### config.mk
export PLATFORM = sky130hd
export DESIGN_NAME = pf_align_top
export DESIGN_NICKNAME = d
export VERILOG_FILES = /design/src/rtl/pf_align_pkg.sv /design/src/rtl/pf_align_dp.sv /design/src/rtl/pf_align_ctrl.sv /design/src/rtl/pf_align_top.sv
export SDC_FILE = /design/constraint.sdc
export NUM_CORES = 1
export LEC_CHECK = 0
export CAP_MARGIN = 20
export CORE_ASPECT_RATIO = 1.5
export CORE_UTILIZATION = 55
export CTS_BUF_LIST = sky130_fd_sc_hd__clkbuf_8
export DETAILED_ROUTE_END_ITERATION = 8
export DONT_BUFFER_PORTS = 1
export GPL_TIMING_DRIVEN = 0
export PLACE_DENSITY = 0.75
export SLEW_MARGIN = 10
export SYNTH_ARGS = -nofsm -noshare
export SYNTH_HDL_FRONTEND = slang
export SYNTH_HIERARCHICAL = 1
export SYNTH_SLANG_ARGS = --single-unit
export TNS_END_PERCENT = 5
### constraint.sdc
create_clock -name clk -period 9.95 [get_ports clk]
set_input_delay 1.99 -clock clk [delete_from_list [all_inputs] [get_ports clk]]
set_output_delay 1.99 -clock clk [all_outputs]
set_load 0.02 [all_outputs]
### src/rtl/pf_align_pkg.sv
`timescale 1ns/1ps
package pf_align_pkg;
  localparam int WORD_W = 32;
  localparam int HALF_W = 16;

  typedef struct packed {
    logic flush;
    logic push;
    logic pop;
    logic advance;
    logic reqFire;
  } pfStrobes_t;

  function automatic logic isWide(input logic [1:0] lowBits);
    return lowBits == 2'b11;
  endfunction
endpackage

### src/rtl/pf_align_dp.sv
`timescale 1ns/1ps
module pf_align_dp
  import pf_align_pkg::*;
#(
  parameter int ADDR_W = 32,
  parameter int DEPTH = 4,
  parameter logic [ADDR_W-1:0] RESET_PC = '0,
  localparam int PTR_W = (DEPTH > 1) ? $clog2(DEPTH) : 1,
  localparam int CNT_W = $clog2(DEPTH + 1)
) (
  input  logic              clk,
  input  logic              rstN,
  input  pfStrobes_t        strb,
  input  logic [ADDR_W-1:0] redirPc,
  input  logic [WORD_W-1:0] rspData,
  input  logic              rspErr,
  output logic [CNT_W-1:0]  count,
  output logic [ADDR_W-1:0] reqAddr,
  output logic              headOk,
  output logic              headFault,
  output logic              popNeed,
  output logic [ADDR_W-1:0] outPc,
  output logic [WORD_W-1:0] outData
);

  logic [WORD_W-1:0] slotData [DEPTH];
  logic [DEPTH-1:0]  slotErr;
  logic [PTR_W-1:0]  rdPtr, wrPtr, rdPtrNext;
  logic [ADDR_W-1:0] pcReg, fetchAddr;
  logic [HALF_W-1:0] loHalf;
  logic              wide;
  logic [WORD_W-1:0] rawData;

  function automatic logic [PTR_W-1:0] stepPtr(input logic [PTR_W-1:0] p);
    return (p == PTR_W'(DEPTH - 1)) ? '0 : p + PTR_W'(1);
  endfunction

  assign rdPtrNext = stepPtr(rdPtr);

  for (genvar i = 0; i < DEPTH; i++) begin : g_slot
    always_ff @(posedge clk) begin
      if (strb.push && wrPtr == PTR_W'(i)) begin
        slotData[i] <= rspData;
        slotErr[i]  <= rspErr;
      end
    end
  end

  always_ff @(posedge clk) begin
    if (!rstN) begin
      rdPtr <= '0;
      wrPtr <= '0;
      count <= '0;
    end else if (strb.flush) begin
      rdPtr <= '0;
      wrPtr <= '0;
      count <= '0;
    end else begin
      if (strb.push) wrPtr <= stepPtr(wrPtr);
      if (strb.pop) rdPtr <= rdPtrNext;
      count <= count + CNT_W'(strb.push) - CNT_W'(strb.pop);
    end
  end

  always_ff @(posedge clk) begin
    if (!rstN) begin
      pcReg     <= {RESET_PC[ADDR_W-1:1], 1'b0};
      fetchAddr <= {RESET_PC[ADDR_W-1:2], 2'b00};
    end else if (strb.flush) begin
      pcReg     <= {redirPc[ADDR_W-1:1], 1'b0};
      fetchAddr <= {redirPc[ADDR_W-1:2], 2'b00};
    end else begin
      if (strb.advance) pcReg <= pcReg + (wide ? ADDR_W'(4) : ADDR_W'(2));
      if (strb.reqFire) fetchAddr <= fetchAddr + ADDR_W'(4);
    end
  end

  // Extraction of the instruction at pcReg from the head word(s)
  always_comb begin
    loHalf    = pcReg[1] ? slotData[rdPtr][WORD_W-1:HALF_W] : slotData[rdPtr][HALF_W-1:0];
    wide      = isWide(loHalf[1:0]);
    headOk    = 1'b0;
    headFault = 1'b0;
    rawData   = {{(WORD_W-HALF_W){1'b0}}, loHalf};
    if (count == '0) begin
      headOk = 1'b0;
    end else if (slotErr[rdPtr]) begin
      headOk    = 1'b1;
      headFault = 1'b1;
    end else if (!wide) begin
      headOk = 1'b1;
    end else if (!pcReg[1]) begin
      headOk  = 1'b1;
      rawData = slotData[rdPtr];
    end else if (count >= CNT_W'(2)) begin
      headOk    = 1'b1;
      headFault = slotErr[rdPtrNext];
      rawData   = {slotData[rdPtrNext][HALF_W-1:0], loHalf};
    end
  end

  assign popNeed = wide | pcReg[1];
  assign outData = headFault ? '0 : rawData;
  assign outPc   = pcReg;
  assign reqAddr = fetchAddr;

  AST_NO_OVERFLOW: assert property (@(posedge clk) disable iff (!rstN)
    strb.push |-> (count < CNT_W'(DEPTH) || strb.pop));

  AST_POP_NONEMPTY: assert property (@(posedge clk) disable iff (!rstN)
    strb.pop |-> (count != '0));

  AST_FLUSH_EMPTY: assert property (@(posedge clk) disable iff (!rstN)
    strb.flush |=> (count == '0 || strb.push == 1'b0 && count == '0) || count == CNT_W'(1));

endmodule

### src/rtl/pf_align_ctrl.sv
`timescale 1ns/1ps
module pf_align_ctrl
  import pf_align_pkg::*;
#(
  parameter int DEPTH = 4,
  localparam int CNT_W = $clog2(DEPTH + 1)
) (
  input  logic             clk,
  input  logic             rstN,
  input  logic             redirValid,
  input  logic             memReqReady,
  input  logic             memRspValid,
  input  logic             memRspErr,
  input  logic             insnReady,
  input  logic [CNT_W-1:0] count,
  input  logic             headOk,
  input  logic             headFault,
  input  logic             popNeed,
  output logic             memReqValid,
  output logic             insnValid,
  output pfStrobes_t       strb
);

  logic [CNT_W-1:0] inFlight, dropCnt;
  logic             reqHalt, outHalt;
  logic             rspKeep, fire;
  logic [CNT_W:0]   occupied;

  assign occupied    = {1'b0, count} + {1'b0, inFlight};
  assign memReqValid = !redirValid && !reqHalt && (occupied < (CNT_W+1)'(DEPTH));
  assign rspKeep     = memRspValid && (dropCnt == '0) && !redirValid;
  assign insnValid   = headOk && !outHalt && !redirValid;
  assign fire        = insnValid && insnReady;

  always_comb begin
    strb         = '0;
    strb.flush   = redirValid;
    strb.push    = rspKeep;
    strb.pop     = fire && popNeed;
    strb.advance = fire;
    strb.reqFire = memReqValid && memReqReady;
  end

  always_ff @(posedge clk) begin
    if (!rstN) begin
      inFlight <= '0;
      dropCnt  <= '0;
      reqHalt  <= 1'b0;
      outHalt  <= 1'b0;
    end else begin
      inFlight <= inFlight + CNT_W'(strb.reqFire) - CNT_W'(memRspValid);
      if (redirValid) begin
        dropCnt <= inFlight - CNT_W'(memRspValid);
        reqHalt <= 1'b0;
        outHalt <= 1'b0;
      end else begin
        if (memRspValid && dropCnt != '0) dropCnt <= dropCnt - CNT_W'(1);
        if (rspKeep && memRspErr) reqHalt <= 1'b1;
        if (fire && headFault) outHalt <= 1'b1;
      end
    end
  end

  AST_SLOT_BOUND: assert property (@(posedge clk) disable iff (!rstN)
    occupied <= (CNT_W+1)'(DEPTH));

  AST_HALT_AFTER_FAULT: assert property (@(posedge clk) disable iff (!rstN)
    (fire && headFault) |=> (redirValid || (!insnValid && !memReqValid)));

  AST_DROP_WITHIN_FLIGHT: assert property (@(posedge clk) disable iff (!rstN)
    dropCnt <= inFlight);

endmodule

### src/rtl/pf_align_top.sv
`timescale 1ns/1ps
module pf_align_top
  import pf_align_pkg::*;
#(
  parameter int ADDR_W = 32,
  parameter int DEPTH = 4,
  parameter logic [ADDR_W-1:0] RESET_PC = '0
) (
  input  logic              clk,
  input  logic              rstN,
  output logic              memReqValid,
  input  logic              memReqReady,
  output logic [ADDR_W-1:0] memReqAddr,
  input  logic              memRspValid,
  input  logic [WORD_W-1:0] memRspData,
  input  logic              memRspErr,
  input  logic              redirValid,
  input  logic [ADDR_W-1:0] redirPc,
  output logic              insnValid,
  input  logic              insnReady,
  output logic [ADDR_W-1:0] insnPc,
  output logic [WORD_W-1:0] insnData,
  output logic              insnFault
);

  localparam int CNT_W = $clog2(DEPTH + 1);

  pfStrobes_t       strb;
  logic [CNT_W-1:0] count;
  logic             headOk, headFault, popNeed;

  pf_align_ctrl #(.DEPTH(DEPTH)) ctrl_i (
    .clk(clk), .rstN(rstN), .redirValid(redirValid), .memReqReady(memReqReady),
    .memRspValid(memRspValid), .memRspErr(memRspErr), .insnReady(insnReady),
    .count(count), .headOk(headOk), .headFault(headFault), .popNeed(popNeed),
    .memReqValid(memReqValid), .insnValid(insnValid), .strb(strb)
  );

  pf_align_dp #(.ADDR_W(ADDR_W), .DEPTH(DEPTH), .RESET_PC(RESET_PC)) dp_i (
    .clk(clk), .rstN(rstN), .strb(strb), .redirPc(redirPc),
    .rspData(memRspData), .rspErr(memRspErr), .count(count), .reqAddr(memReqAddr),
    .headOk(headOk), .headFault(headFault), .popNeed(popNeed),
    .outPc(insnPc), .outData(insnData)
  );

  assign insnFault = headFault;

  AST_REQ_ALIGNED: assert property (@(posedge clk) disable iff (!rstN)
    memReqValid |-> (memReqAddr[1:0] == 2'b00));

  AST_FAULT_ZERO: assert property (@(posedge clk) disable iff (!rstN)
    (insnValid && insnFault) |-> (insnData == '0));

  AST_OUT_STABLE: assert property (@(posedge clk) disable iff (!rstN)
    (insnValid && !insnReady) |=> (redirValid ||
      (insnValid && $stable(insnPc) && $stable(insnData) && $stable(insnFault))));

  AST_PC_HALF_ALIGNED: assert property (@(posedge clk) disable iff (!rstN)
    insnValid |-> (insnPc[0] == 1'b0));

endmodule

==> summary.md <==
| Metric | Value |
|---|---|
| Die extent in x | `111 microns` |
| Max VDD drop | `0.135 mV` |
| Max incr delay on CP | `590 ps` |
| Fin Setup TNS | `0 ps` |
| Commonest non-fill, non-tap cells in the layout | `edfxtp_1 (132), a21oi_1 (87), nand2_1 (86)` |
| FF-to-FF path depth | `16` |
| Row Count | `59` |
| Core Footprint | `between 0.015 and 0.02 sq mm` |
| IO buf count | `0` |
| Dpl hpwl | `between 15000 and 20000 microns` |
| Critical path fanouts, max | `10` |
| Worst Setup EP | `insnData[25]` |
| CP dominant cell by count | `a21oi_1` |
| CTS tree | `built` |
| CP required | `7960 ps` |
| CTS Buffer Depth | `3` |
| Total GRT Usage | `a little over a quarter` |
| Tmin final | `5520 ps` |
| Antenna Cells | `0` |
| Hold crit path type | `reg2reg` |
| Sequential fraction of the synthesis area | `56.6%` |
| Cell family with most CP delay | `compound AO/OA/AOI/OAI gates` |
| Die area | `0.0183 sq mm` |
| Max Cap Violations | `0` |
| Synth Register Bits | `210` |
| Largest net degree at the start of global routing | `23` |
| Critical-path cell list | `ha_1, nor2_2, mux4_2, a21oi_1, nand2_1, clkbuf_1, a21oi_1` |
| Clock Pin Slew Worst Setup and Hold Paths | `70 ps` |
| Worst setup path startpoint | `dp_i/rdPtr[0]` |
| Commonest non-fill, non-tap cell in the layout | `edfxtp_1` |
| Async SR Flop Fraction | `0%` |
| WL per Instance | `23.6 microns` |
| Root Buffer | `clkbuf_8` |
| Status | `finished clean` |
| Avg Cell Area, Syn | `between 10 and 15 sq um` |
| GRT overflow | `0` |
| Antenna-violating nets left | `0` |
| CTS Buf Count | `30` |
| Gate count after technology mapping | `778` |
| Share of cells above drive strength 1 | `16.0%` |
| Hold buffer count at CTS | `0` |
| Top FF cell, synth | `edfxtp_1` |
| WP depth | `7` |
| Final period utilization | `55.5%` |
| Synth warnings | `6` |
| Crit Path Class | `reg2out` |
| Fillers | `1330` |
| GRT busiest layer | `met2` |
| R2R Setup Slk | `5270 ps` |
| Relative slew slack | `between 30% and 40%` |
| Initial antenna violation count | `0` |
| Met1 usage | `27.3%` |
| Drt via density | `between 6 and 7` |
| EDFF count, synth | `132` |
| Router iterations before antenna repair | `5` |
| Final setup vio count | `0` |
| CP endpoint kind | `primary output` |
| CP Buf/Inv Count | `1` |
| Die Ht | `165 microns` |
| Clock sink count | `210` |
| Final #Nets | `909` |
| Crit path arrival time | `3530 ps` |
| Clock Skew | `10.9 ps` |
| Vias in the first global route | `7062` |
| Worst skew pair latency | `about 550 ps` |
| Final wirelength | `24900 microns` |
| # resized after CTS | `0` |
| Startpoint Class | `flip-flop` |
| First-pass GRT wire length | `37800 microns` |
| Synthesized cell area | `slightly below 0.01 sq mm` |
| Pwr/cell area | `176 mW/mm^2` |
| Crit Reg-Reg Endpoint | `dp_i/outPc[7]` |
| Worst path slowest cell | `mux4_2` |
| Setup WS post-layout | `4430 ps` |
| Slew Viols, Final | `0` |
| DRT iter0 DRCs | `521` |
| DP Worst Slack | `4300 ps` |
| Drt drc | `0` |
| Final hold viol count | `0` |
| GR met2 Demand/Resource | `50.8%` |
| RSZ-0062 raised after global routing | `no` |
| Starting Density | `56.3%` |
| Hold path depth | `2` |
| Routed via count | `approximately 6700` |
| Post-CTS Repair Setup Buffers | `0` |
| # IOs | `170` |
| Area growth syn-to-layout | `10.2%` |
| Grt met3 use | `under 10%` |
| Distinct cells, synth | `53` |
| FMAX | `181 MHz` |
| Htree depth | `1` |
| Slew @ Worst Pin | `a little over 1000 ps` |
| Cell leakage power | `3.64 nW` |
| Final GP Congestion | `0.929` |
## registers in the layout (all words and copies together), names as in the netlist, 2 cells and up, named ones only
name,flops
dp_i/count,3
dp_i/rdPtr,2
ctrl_i/dropCnt,3
ctrl_i/inFlight,3
dp_i/slotData,128
dp_i/slotErr,4
dp_i/reqAddr,30
dp_i/wrPtr,2
dp_i/outPc,31
## Yosys cell counts, types with 2 or more instances
library cell,n,area share (%)
or3_1,2,0.13
edfxtp_1,132,41
ha_1,20,2.6
and2_1,13,0.83
nor3b_1,2,0.15
nand2b_1,2,0.13
nand3_2,2,0.20
a31oi_1,10,0.64
a211oi_1,5,0.38
nand4_1,17,1.1
buf_6,2,0.23
clkbuf_1,23,0.88
mux2i_1,5,0.51
and4_1,9,0.81
buf_2,9,0.46
fa_1,2,0.41
xor2_1,36,3.2
o211ai_1,9,0.69
mux4_2,50,12
nor2_1,22,0.85
xnor2_1,16,1.4
nor3_1,7,0.36
a21oi_1,87,4.5
dfxtp_1,78,16
or4_1,4,0.31
o21ai_0,36,1.8
nor2b_1,3,0.19
o2111ai_1,6,0.54
and3_1,12,0.77
nand2_1,86,3.3
nor4_2,2,0.26
buf_4,8,0.61
nand3_1,14,0.72
nor4_1,2,0.13
inv_1,24,0.92
o31ai_1,4,0.31
## metrics by stage
| stage | std cells | util, % | area [sq um] | total power, mW | hold slack [ps] |
|---|---|---|---|---|---|
| after floorplan | 780 | - | 9780 | 1.15 | 438 |
| after global placement | 993 | 57.9 | 10000 | 1.19 | 455 |
| after detailed placement | 997 | 58.4 | 10100 | 1.20 | 480 |
| after CTS | 1052 | 62.1 | 10800 | 1.91 | 496 |
| after global routing | 1052 | 62.1 | 10800 | 1.96 | 512 |
| final | 1052 | 62.1 | 10800 | 1.89 | 503 |
## worst min-delay path: stages, from the launching register on
cell,delay [ps]
dfxtp_1,330
a31oi_1,50
nor2_1,90
## where the power goes
group          internal (mW)  switching, mW
clock network          0.398          0.312
registers              0.962         0.0586
logic                 0.0636         0.0979
## worst min path at each step
stage | start | end | slack [ps]
finish | ctrl_i/outHalt | ctrl_i/outHalt | 500
global route | ctrl_i/outHalt | ctrl_i/outHalt | 510
CTS | ctrl_i/outHalt | ctrl_i/outHalt | 500
detailed placement | ctrl_i/outHalt | ctrl_i/outHalt | 480
global placement | ctrl_i/outHalt | ctrl_i/outHalt | 450
floorplan | ctrl_i/outHalt | ctrl_i/outHalt | 440
## area by class of cell
type	instances	area, sq um	area share (%)
Buffer	43	218	2.02
Clock buffer	35	482	4.47
Clock inverter	20	160	1.49
Inverter	26	97.6	0.906
Multi-Input combinational cell	501	3940	36.6
Sequential cell	210	5530	51.3
Tap cell	213	267	2.47
Timing Repair Buffer	4	80.1	0.743
## kinds of logic (layout without fill, tap and decap cells)
| group | Yosys count | count (layout) | share of synthesized area [%] |
|---|---|---|---|
| other | 1 | 3 | 0.0384 |
| and+or+nand+nor | 206 | 206 | 10.9 |
| muxes | 55 | 55 | 12.0 |
| xor gates and xnor gates | 52 | 52 | 4.66 |
| adders and majority gates | 22 | 22 | 2.97 |
| buffers and inverters | 69 | 128 | 3.23 |
| AOI/OAI and AO/OA | 163 | 163 | 9.58 |
| DFF | 210 | 210 | 56.6 |
## metal layers
layer,share of wire [%],vias up
li1,-,3012
met1,34,3262
met2,53,373
met3,8.8,76
met4,4.6,0
met5,0,-
Power figures use the tool's default switching activity.
